==> config.mk <==
export PLATFORM = sky130hd
export DESIGN_NAME = tcm_class_mapper
export DESIGN_NICKNAME = d
export VERILOG_FILES = /design/src/rtl/tcm_pkg.sv /design/src/rtl/tcm_cfg_regs.sv /design/src/rtl/tcm_override.sv /design/src/rtl/tcm_class_sel.sv /design/src/rtl/tcm_class_mapper.sv
export SDC_FILE = /design/constraint.sdc
export NUM_CORES = 1
export LEC_CHECK = 0
export ABC_AREA = 1
export CAP_MARGIN = 20
export CORE_MARGIN = 3
export CORE_UTILIZATION = 63
export CTS_CLUSTER_DIAMETER = 40
export DETAILED_ROUTE_END_ITERATION = 12
export DONT_BUFFER_PORTS = 1
export GPL_TIMING_DRIVEN = 0
export PLACE_DENSITY = 0.79
export SLEW_MARGIN = 0
export SYNTH_ARGS = -nofsm -noshare
export SYNTH_HDL_FRONTEND = slang
export SYNTH_SLANG_ARGS = --single-unit
==> constraint.sdc <==
create_clock -name clk -period 2.1 [get_ports clk]
set_clock_uncertainty 0.15 [all_clocks]
set_input_delay 0.21 -clock clk [delete_from_list [all_inputs] [get_ports clk]]
set_output_delay 0.21 -clock clk [all_outputs]
set_load 0.01 [all_outputs]
==> src/rtl/tcm_pkg.sv <==
package tcm_pkg;

  typedef enum logic [2:0] {
    HI_RD  = 3'd0,
    VAR_RD = 3'd1,
    LO_RD  = 3'd2,
    NRM_WR = 3'd3,
    VAR_WR = 3'd4
  } svc_class_e;

  localparam int CLS_W  = 3;
  localparam int N_SLOT = 4;

  // Coerce a programmed code into the legal set for its slot direction.
  function automatic svc_class_e sanitize_code(input logic wr_slot, input logic [CLS_W-1:0] code);
    if (wr_slot) return (code == 3'd4) ? VAR_WR : NRM_WR;
    return (code <= 3'd2) ? svc_class_e'(code) : LO_RD;
  endfunction

  // Reset value of each table slot, index = {thread_hi, is_write}.
  function automatic svc_class_e slot_default(input int idx);
    case (idx)
      0:       return LO_RD;
      1:       return NRM_WR;
      2:       return HI_RD;
      default: return VAR_WR;
    endcase
  endfunction

  function automatic logic is_variable(input svc_class_e c);
    return (c == VAR_RD) || (c == VAR_WR);
  endfunction

endpackage

==> src/rtl/tcm_cfg_regs.sv <==
module tcm_cfg_regs
  import tcm_pkg::*;
#(
  parameter int ROUTE_W = 12,
  parameter int PRIO_W  = 3,
  parameter int ADDR_W  = 3
) (
  input  logic                    clk,
  input  logic                    rst_n,
  input  logic                    cfg_we,
  input  logic [ADDR_W-1:0]       cfg_addr,
  input  logic [ROUTE_W-1:0]      cfg_wdata,
  output logic [N_SLOT*CLS_W-1:0] map_flat,
  output logic                    ovr_en,
  output logic [PRIO_W-1:0]       ovr_prio,
  output logic [ROUTE_W-1:0]      rng_lo,
  output logic [ROUTE_W-1:0]      rng_hi
);
  localparam logic [ADDR_W-1:0] A_CTRL = ADDR_W'(N_SLOT);
  localparam logic [ADDR_W-1:0] A_LO   = ADDR_W'(N_SLOT + 1);
  localparam logic [ADDR_W-1:0] A_HI   = ADDR_W'(N_SLOT + 2);

  for (genvar i = 0; i < N_SLOT; i++) begin : g_slot
    localparam logic WR_SLOT = logic'(i % 2);
    svc_class_e slot_q;
    always_ff @(posedge clk) begin
      if (!rst_n)
        slot_q <= slot_default(i);
      else if (cfg_we && cfg_addr == ADDR_W'(i))
        slot_q <= sanitize_code(WR_SLOT, cfg_wdata[CLS_W-1:0]);
    end
    assign map_flat[i*CLS_W +: CLS_W] = slot_q;

    if (WR_SLOT) begin : g_wr_chk
      a_r5_wr_slot_legal: assert property (@(posedge clk) disable iff (!rst_n)
        (slot_q == NRM_WR) || (slot_q == VAR_WR));
    end else begin : g_rd_chk
      a_r4_rd_slot_legal: assert property (@(posedge clk) disable iff (!rst_n)
        slot_q <= LO_RD);
    end
  end

  always_ff @(posedge clk) begin
    if (!rst_n) begin
      ovr_en   <= 1'b0;
      ovr_prio <= '0;
      rng_lo   <= '0;
      rng_hi   <= '0;
    end else if (cfg_we) begin
      if (cfg_addr == A_CTRL) begin
        ovr_en   <= cfg_wdata[0];
        ovr_prio <= cfg_wdata[PRIO_W:1];
      end
      if (cfg_addr == A_LO) rng_lo <= cfg_wdata;
      if (cfg_addr == A_HI) rng_hi <= cfg_wdata;
    end
  end

endmodule

==> src/rtl/tcm_override.sv <==
module tcm_override #(
  parameter int ROUTE_W = 12,
  parameter int PRIO_W  = 3
) (
  input  logic               clk,
  input  logic               rst_n,
  input  logic [ROUTE_W-1:0] route_id,
  input  logic [PRIO_W-1:0]  bus_prio,
  input  logic               ovr_en,
  input  logic [PRIO_W-1:0]  ovr_prio,
  input  logic [ROUTE_W-1:0] rng_lo,
  input  logic [ROUTE_W-1:0] rng_hi,
  output logic               ovr_hit,
  output logic [PRIO_W-1:0]  eff_prio
);
  function automatic logic in_window(input logic [ROUTE_W-1:0] id,
                                     input logic [ROUTE_W-1:0] lo,
                                     input logic [ROUTE_W-1:0] hi);
    return (id >= lo) && (id <= hi);
  endfunction

  assign ovr_hit  = ovr_en && in_window(route_id, rng_lo, rng_hi);
  assign eff_prio = ovr_hit ? ovr_prio : bus_prio;

  a_r7_disabled_passes_bus: assert property (@(posedge clk) disable iff (!rst_n)
    !ovr_en |-> (eff_prio == bus_prio));
  a_r7_inverted_never_hits: assert property (@(posedge clk) disable iff (!rst_n)
    (rng_lo > rng_hi) |-> !ovr_hit);
  a_r6_hit_takes_override: assert property (@(posedge clk) disable iff (!rst_n)
    ovr_hit |-> (eff_prio == ovr_prio));

endmodule

==> src/rtl/tcm_class_sel.sv <==
module tcm_class_sel
  import tcm_pkg::*;
#(
  parameter int THREAD_W  = 2,
  parameter int PRIO_W    = 3,
  parameter int HI_THREAD = 2
) (
  input  logic [THREAD_W-1:0]     thread,
  input  logic                    is_write,
  input  logic [N_SLOT*CLS_W-1:0] map_flat,
  input  logic [PRIO_W-1:0]       eff_prio,
  output svc_class_e              cls,
  output logic [PRIO_W-1:0]       prio
);
  localparam logic [PRIO_W-1:0] P_TOP = '1;
  localparam logic [PRIO_W-1:0] P_MID = PRIO_W'(1) << (PRIO_W - 1);

  function automatic logic [PRIO_W-1:0] class_prio(input svc_class_e c,
                                                   input logic [PRIO_W-1:0] ep);
    case (c)
      HI_RD:   return P_TOP;
      LO_RD:   return '0;
      NRM_WR:  return P_MID;
      default: return ep;
    endcase
  endfunction

  logic       thread_hi;
  logic [1:0] slot;

  assign thread_hi = (thread == THREAD_W'(HI_THREAD));
  assign slot      = {thread_hi, is_write};
  assign cls       = svc_class_e'(map_flat[slot*CLS_W +: CLS_W]);
  assign prio      = class_prio(cls, eff_prio);

endmodule

==> src/rtl/tcm_class_mapper.sv <==
module tcm_class_mapper
  import tcm_pkg::*;
#(
  parameter int ROUTE_W   = 12,
  parameter int PRIO_W    = 3,
  parameter int THREAD_W  = 2,
  parameter int ADDR_W    = 3,
  parameter int HI_THREAD = 2
) (
  input  logic                clk,
  input  logic                rst_n,
  input  logic                req_valid,
  input  logic [THREAD_W-1:0] req_thread,
  input  logic                req_write,
  input  logic [ROUTE_W-1:0]  req_route_id,
  input  logic [PRIO_W-1:0]   req_bus_prio,
  input  logic                cfg_we,
  input  logic [ADDR_W-1:0]   cfg_addr,
  input  logic [ROUTE_W-1:0]  cfg_wdata,
  output logic                out_valid,
  output logic [CLS_W-1:0]    out_class,
  output logic [PRIO_W-1:0]   out_prio
);
  localparam logic [PRIO_W-1:0] P_TOP = '1;

  logic [N_SLOT*CLS_W-1:0] map_flat;
  logic                    ovr_en;
  logic [PRIO_W-1:0]       ovr_prio;
  logic [ROUTE_W-1:0]      rng_lo, rng_hi;
  logic                    ovr_hit;
  logic [PRIO_W-1:0]       eff_prio;
  svc_class_e              sel_cls;
  logic [PRIO_W-1:0]       sel_prio;
  logic                    wr_q;

  tcm_cfg_regs #(.ROUTE_W(ROUTE_W), .PRIO_W(PRIO_W), .ADDR_W(ADDR_W)) u_regs (
    .clk(clk), .rst_n(rst_n), .cfg_we(cfg_we), .cfg_addr(cfg_addr),
    .cfg_wdata(cfg_wdata), .map_flat(map_flat), .ovr_en(ovr_en),
    .ovr_prio(ovr_prio), .rng_lo(rng_lo), .rng_hi(rng_hi)
  );

  tcm_override #(.ROUTE_W(ROUTE_W), .PRIO_W(PRIO_W)) u_ovr (
    .clk(clk), .rst_n(rst_n), .route_id(req_route_id), .bus_prio(req_bus_prio),
    .ovr_en(ovr_en), .ovr_prio(ovr_prio), .rng_lo(rng_lo), .rng_hi(rng_hi),
    .ovr_hit(ovr_hit), .eff_prio(eff_prio)
  );

  tcm_class_sel #(.THREAD_W(THREAD_W), .PRIO_W(PRIO_W), .HI_THREAD(HI_THREAD)) u_sel (
    .thread(req_thread), .is_write(req_write), .map_flat(map_flat),
    .eff_prio(eff_prio), .cls(sel_cls), .prio(sel_prio)
  );

  always_ff @(posedge clk) begin
    if (!rst_n) begin
      out_valid <= 1'b0;
      out_class <= '0;
      out_prio  <= '0;
      wr_q      <= 1'b0;
    end else begin
      out_valid <= req_valid;
      if (req_valid) begin
        out_class <= sel_cls;
        out_prio  <= sel_prio;
        wr_q      <= req_write;
      end
    end
  end

  a_r2_valid_follows: assert property (@(posedge clk) disable iff (!rst_n)
    req_valid |=> out_valid);
  a_r2_idle_follows: assert property (@(posedge clk) disable iff (!rst_n)
    !req_valid |=> !out_valid);
  a_r5_write_gets_write_class: assert property (@(posedge clk) disable iff (!rst_n)
    (out_valid && wr_q) |-> (out_class == NRM_WR || out_class == VAR_WR));
  a_r4_read_gets_read_class: assert property (@(posedge clk) disable iff (!rst_n)
    (out_valid && !wr_q) |-> (out_class <= LO_RD));
  a_r8_high_read_top_prio: assert property (@(posedge clk) disable iff (!rst_n)
    (out_valid && out_class == HI_RD) |-> (out_prio == P_TOP));
  a_r8_low_read_zero_prio: assert property (@(posedge clk) disable iff (!rst_n)
    (out_valid && out_class == LO_RD) |-> (out_prio == '0));

endmodule

Word-level counts from Yosys, hierarchy flattened --
Index checks and enable logic that the tools add are counted.
Word-level totals: register bits after elaboration 47, bits of input ports 37, logic and storage cells 47
Cells by class: multiply operators 1, order comparisons 3, equal/unequal tests 10, shifts and indexed selects 1, mux-type cells 10, reductions and logical operators 11
Operators by type and width (count):
- $mux 3 | 5
- $eq 3x2->1 const B | 4
- $eq 3x3->1 const B | 4
- $ge 12x12->1 | 1
- $le 12x12->1 | 1
- $shiftx 12x5->3 | 1
- $pmux 3 s3 | 1
- $logic_and 1x1->1 | 6
- $logic_not 3->1 | 2
- $reduce_and 2->1 | 3
- $mul 2x2->4 const B | 1
- $mux 1 | 4
- $eq 3x1->1 const B | 1
- $le 3x2->1 const B | 1
- $eq 2x2->1 const B | 1

Longest topological paths before layout --
word-level depth 5, gate-level depth with buffers 15, gate-level depth less buffers 15

Cells and area by module --
A second synthesis with hierarchy kept.
Unflattened totals: cells, all modules 410, area total of the unflattened synthesis 2653.8 µm²
Modules (own cells, without submodules):
- tcm_cfg_regs | times used 1, cells each 193, area each 1431.4 µm², sequential area each 760.7 µm²
- tcm_override | times used 1, cells each 125, area each 735.7 µm², sequential area each 0.0 µm²
- tcm_class_mapper | times used 1, cells each 40, area each 271.5 µm², sequential area each 140.1 µm²
- tcm_class_sel | times used 1, cells each 52, area each 215.2 µm², sequential area each 0.0 µm²

Least setup slack after synthesis --
OpenSTA, ideal clock, no wires.
kind register to register, from register u_regs.rng_lo[11], to register out_prio[2], setup time 0.066 ns, arrival 1.466 ns, required time 1.884 ns, setup slack 0.418 ns, stages on the path, launching flop included 13, clock period less this slack 1.682 ns, cells stage by stage dfxtp_1 inv_1 ha_1 nand2_1 nor2_2 nand2_2 nor2_2 nand2_2 a21oi_2 nand3_1 nand3_1 nand2_1 a21oi_2
On the way: cells in the longest elaborated chain, start to end 5
Ends and longest elaborated chain:
- start, declared | line tcm_cfg_regs.sv:16 | output logic [ROUTE_W-1:0] rng_lo,
- start signal, assigned | line tcm_cfg_regs.sv:54 | if (cfg_addr == A_LO) rng_lo <= cfg_wdata;
- $ge 12x12->1 | line tcm_override.sv:19 | return (id >= lo) && (id <= hi);
- $logic_and 1x1->1 | line tcm_override.sv:19
- $logic_and 1x1->1 | line tcm_override.sv:22 | assign ovr_hit = ovr_en && in_window(route_id, rng_lo, rng_hi);
- $mux 3 | line tcm_override.sv:23 | assign eff_prio = ovr_hit ? ovr_prio : bus_prio;
- $pmux 3 s3 | line tcm_class_sel.sv:20 | case (c)
- end signal, assigned | line tcm_class_mapper.sv:63 | out_prio <= sel_prio;
- end, declared | line tcm_class_mapper.sv:22 | output logic [PRIO_W-1:0] out_prio
Every way passes these cells. A chain may end at the register's enable or synchronous reset.

Worst setup path after layout --
Ends and elaborated chain as after synthesis.

==> flow_metrics.env <==
export IMPL_multi_input_area_um2=1220
export IMPL_drc=0
export IMPL_cellPowerDensity_nw_per_um2=638
export IMPL_dpl_worst_slack_ns=0.210
export IMPL_antenna_found_initial=0
export IMPL_grt_max_degree=14
export IMPL_final_max_slew_viol_count=0
export IMPL_finalCriticalPeriod_ns=1.91
export IMPL_synth_area_um2=2400
export IMPL_fin_crit_sh_pct=91.1
export IMPL_grt_first_pass_wirelength_um=8540
export IMPL_peakVddDrop_mv=0.509
export IMPL_detail_route_wl_per_cell_um=12.9
export IMPL_layout_nets=420
export IMPL_drive_above_1_share_pct=8.08
export IMPL_setup_tns_ns=0
export IMPL_gr_usage_all_layers_pct=25.3
export IMPL_wl_um=5240
export IMPL_initial_core_util_pct=68.7
export IMPL_clkLatencyLatePin_ns=0.31
export IMPL_dr_pass1_iters=4
export IMPL_syn_nets=399
export IMPL_start_kind="flip-flop"
export IMPL_status="finished, final reports clean"
export IMPL_cts_tree="built"
export IMPL_coreArea_um2=3490
export IMPL_die_area_um2=4590
export IMPL_layout_common_cells="61 x nand2_1, 56 x inv_1, 45 x dfxtp_1"
export IMPL_cts_max_level=2
export IMPL_maxCapViolations=0
export IMPL_critical_path_class="flip-flop to flip-flop"
export IMPL_finalSetupViolCount=0
export IMPL_nFillCells=296
export IMPL_p_leak_nw=1.21
export IMPL_dp_hpwl_um=3930
export IMPL_gp_congestion=0.885
export IMPL_syn_inst=338
export IMPL_crit_chain="inv_1 > ha_1 > nand2_1 > nor2_2 > nand2_2 > nor2_2 > nand2_2 > a21oi_2 > nand3_1 > nand3_1 > nand2_1 > a21oi_2"
export IMPL_hp_class="input pin to flip-flop"
export IMPL_critPathMaxStageDelay_ns=0.32
export IMPL_die_height_um=67.7
export IMPL_grt_use_met1_pct=28.5
export IMPL_ff_latch_area_um2=901
export IMPL_synth_seq_area_share_pct=37.5
export IMPL_drtIter0Drc=112
export IMPL_grt_pass1_vias=1994
export IMPL_syn2layout_area_growth_pct=12.1
export IMPL_clkTransAtPathRegs_ns=0.09
export IMPL_tightest_slew_ns=0.501
export IMPL_layout_setup_ws_ns=0.187
export IMPL_critPathSlowestCell="dfxtp_1"
export IMPL_critPathCaptureType="flip-flop"
export IMPL_diodes=0
export IMPL_max_freq_mhz=523
export IMPL_critPathArrivalTime_ns=2.01
export IMPL_mostFrequentLayoutCell="nand2_1"
export IMPL_die_x_um=67.7
export IMPL_slew_headroom_pct=66.6
export IMPL_clockBufferDepth=2
export IMPL_met2_usage_pct=45.1
export IMPL_yosys_warnings=0
export IMPL_synth_seq_cells=45
export IMPL_ant_nets=0
export IMPL_ys_types=22
export IMPL_worstPathRequired_ns=2.19
export IMPL_port_buffers=0
export IMPL_cts_buffers=5
export IMPL_io_pin_count=44
export IMPL_root_buffer="clkbuf_8"
export IMPL_cts_sinks=45
export IMPL_globalRoute_totalOverflow=0
export IMPL_met3_usage_pct=6.49
export IMPL_rsz0062_at_grt="no"
export IMPL_cp_max_fo=3
export IMPL_rows=21
export IMPL_avgSynthCellArea_um2=7.10
export IMPL_vias_per_cell=5.38
export IMPL_num_vias=2178
export IMPL_final_hold_viol_count=0
export IMPL_busiest_layer="met2"
-- flip-flops by register name, indices dropped and copies added, names as in the netlist --
register              flops
out_valid                 1
out_class                 3
u_regs.ovr_prio           3
u_regs.ovr_en             1
u_regs.rng_lo            12
u_regs.g_slot.slot_q     10
out_prio                  3
u_regs.rng_hi            12
-- cells by family (layout without fill, tap and decap cells) --
family,Yosys count,count (layout),synth area share (%)
buffers and inverters,74,95,11.7
AND/OR/NAND/NOR,104,104,18.6
adder cells (fa/ha/maj),24,24,12.5
flip-flops,45,45,37.5
AO/OA/AOI/OAI,91,91,19.8
-- final cells by class --
type,count,share of cell area (%)
Multi-Input combinational cell,219,45.4
Tap cell,46,2.14
Buffer,7,1.07
Inverter,67,9.34
Sequential cell,45,33.5
Clock inverter,1,0.279
Clock buffer,6,3.07
Timing Repair Buffer,14,5.21
-- critical path: cells and delay by family (launching register included) --
family	cells	cell delay, ns
fa+ha+maj	1	0.28
compound gates	2	0.28
buf+inv	1	0.05
flops	1	0.32
simple gates	8	0.75
-- final timing paths --
kind              cells past startpoint                       start                         end  slack, ns
hold reg to reg                       2  u_regs.g_slot[0].slot_q[2]  u_regs.g_slot[0].slot_q[2]       0.28
setup / recovery                     12           u_regs.rng_lo[11]                 out_prio[2]       0.19
hold / removal                        2                cfg_wdata[0]               u_regs.ovr_en       0.01
setup reg to reg                     12           u_regs.rng_lo[11]                 out_prio[2]       0.19
-- synth_stat cells --
master    instances  area [um2]
nor2_2            2        12.5
clkbuf_1          5        18.8
buf_2             2        10.0
a31oi_1           3        18.8
nor2_1           18        67.6
o21ai_0          23         115
o211ai_1          2        15.0
nor2_4            2        22.5
nand2_1          62         233
nand2_2           2        12.5
a21o_1            1        7.51
nand3_1          11        55.1
nand4_1           2        12.5
inv_2            11        41.3
inv_1            56         210
dfxtp_1          45         901
o21ai_1          16        80.1
a21oi_2           2        17.5
nor3_1            3        15.0
nand3b_1          2        15.0
a21oi_1          44         220
ha_1             24         300
-- power breakdown --
part	internal (mW)	switching, mW
clock network	0.260	0.293
registers	0.887	0.0194
logic	0.103	0.154
-- routing by layer --
layer | routed length, um | up-vias
met5 | 0 | -
met4 | 92 | 0
met3 | 272 | 9
met2 | 2660 | 60
met1 | 2220 | 975
li1 | - | 1134
-- per-stage QoR --
| stage | hold slack, ns | cell area (um2) | cells | utilization [%] | total power, mW |
|---|---|---|---|---|---|
| floorplan | 0.198 | 2400 | 338 | - | 1.11 |
| global placement | 0.207 | 2460 | 384 | 70.4 | 1.15 |
| detailed placement | 0.204 | 2460 | 384 | 70.4 | 1.15 |
| CTS | 0.000118 | 2680 | 404 | 76.7 | 1.71 |
| global route | 0.0200 | 2690 | 405 | 77.0 | 1.81 |
| finish | 0.0105 | 2690 | 405 | 77.0 | 1.72 |
-- timing repair --
action / in CTS / in global routing
resized for setup: 0 / 1
hold endpoints to repair: 27 / 1
hold buffers: 13 / 1
endpoints found under the setup margin: 0 / 1
setup buffers: 0 / 0
No activity file was read; power rests on OpenSTA's default activity.
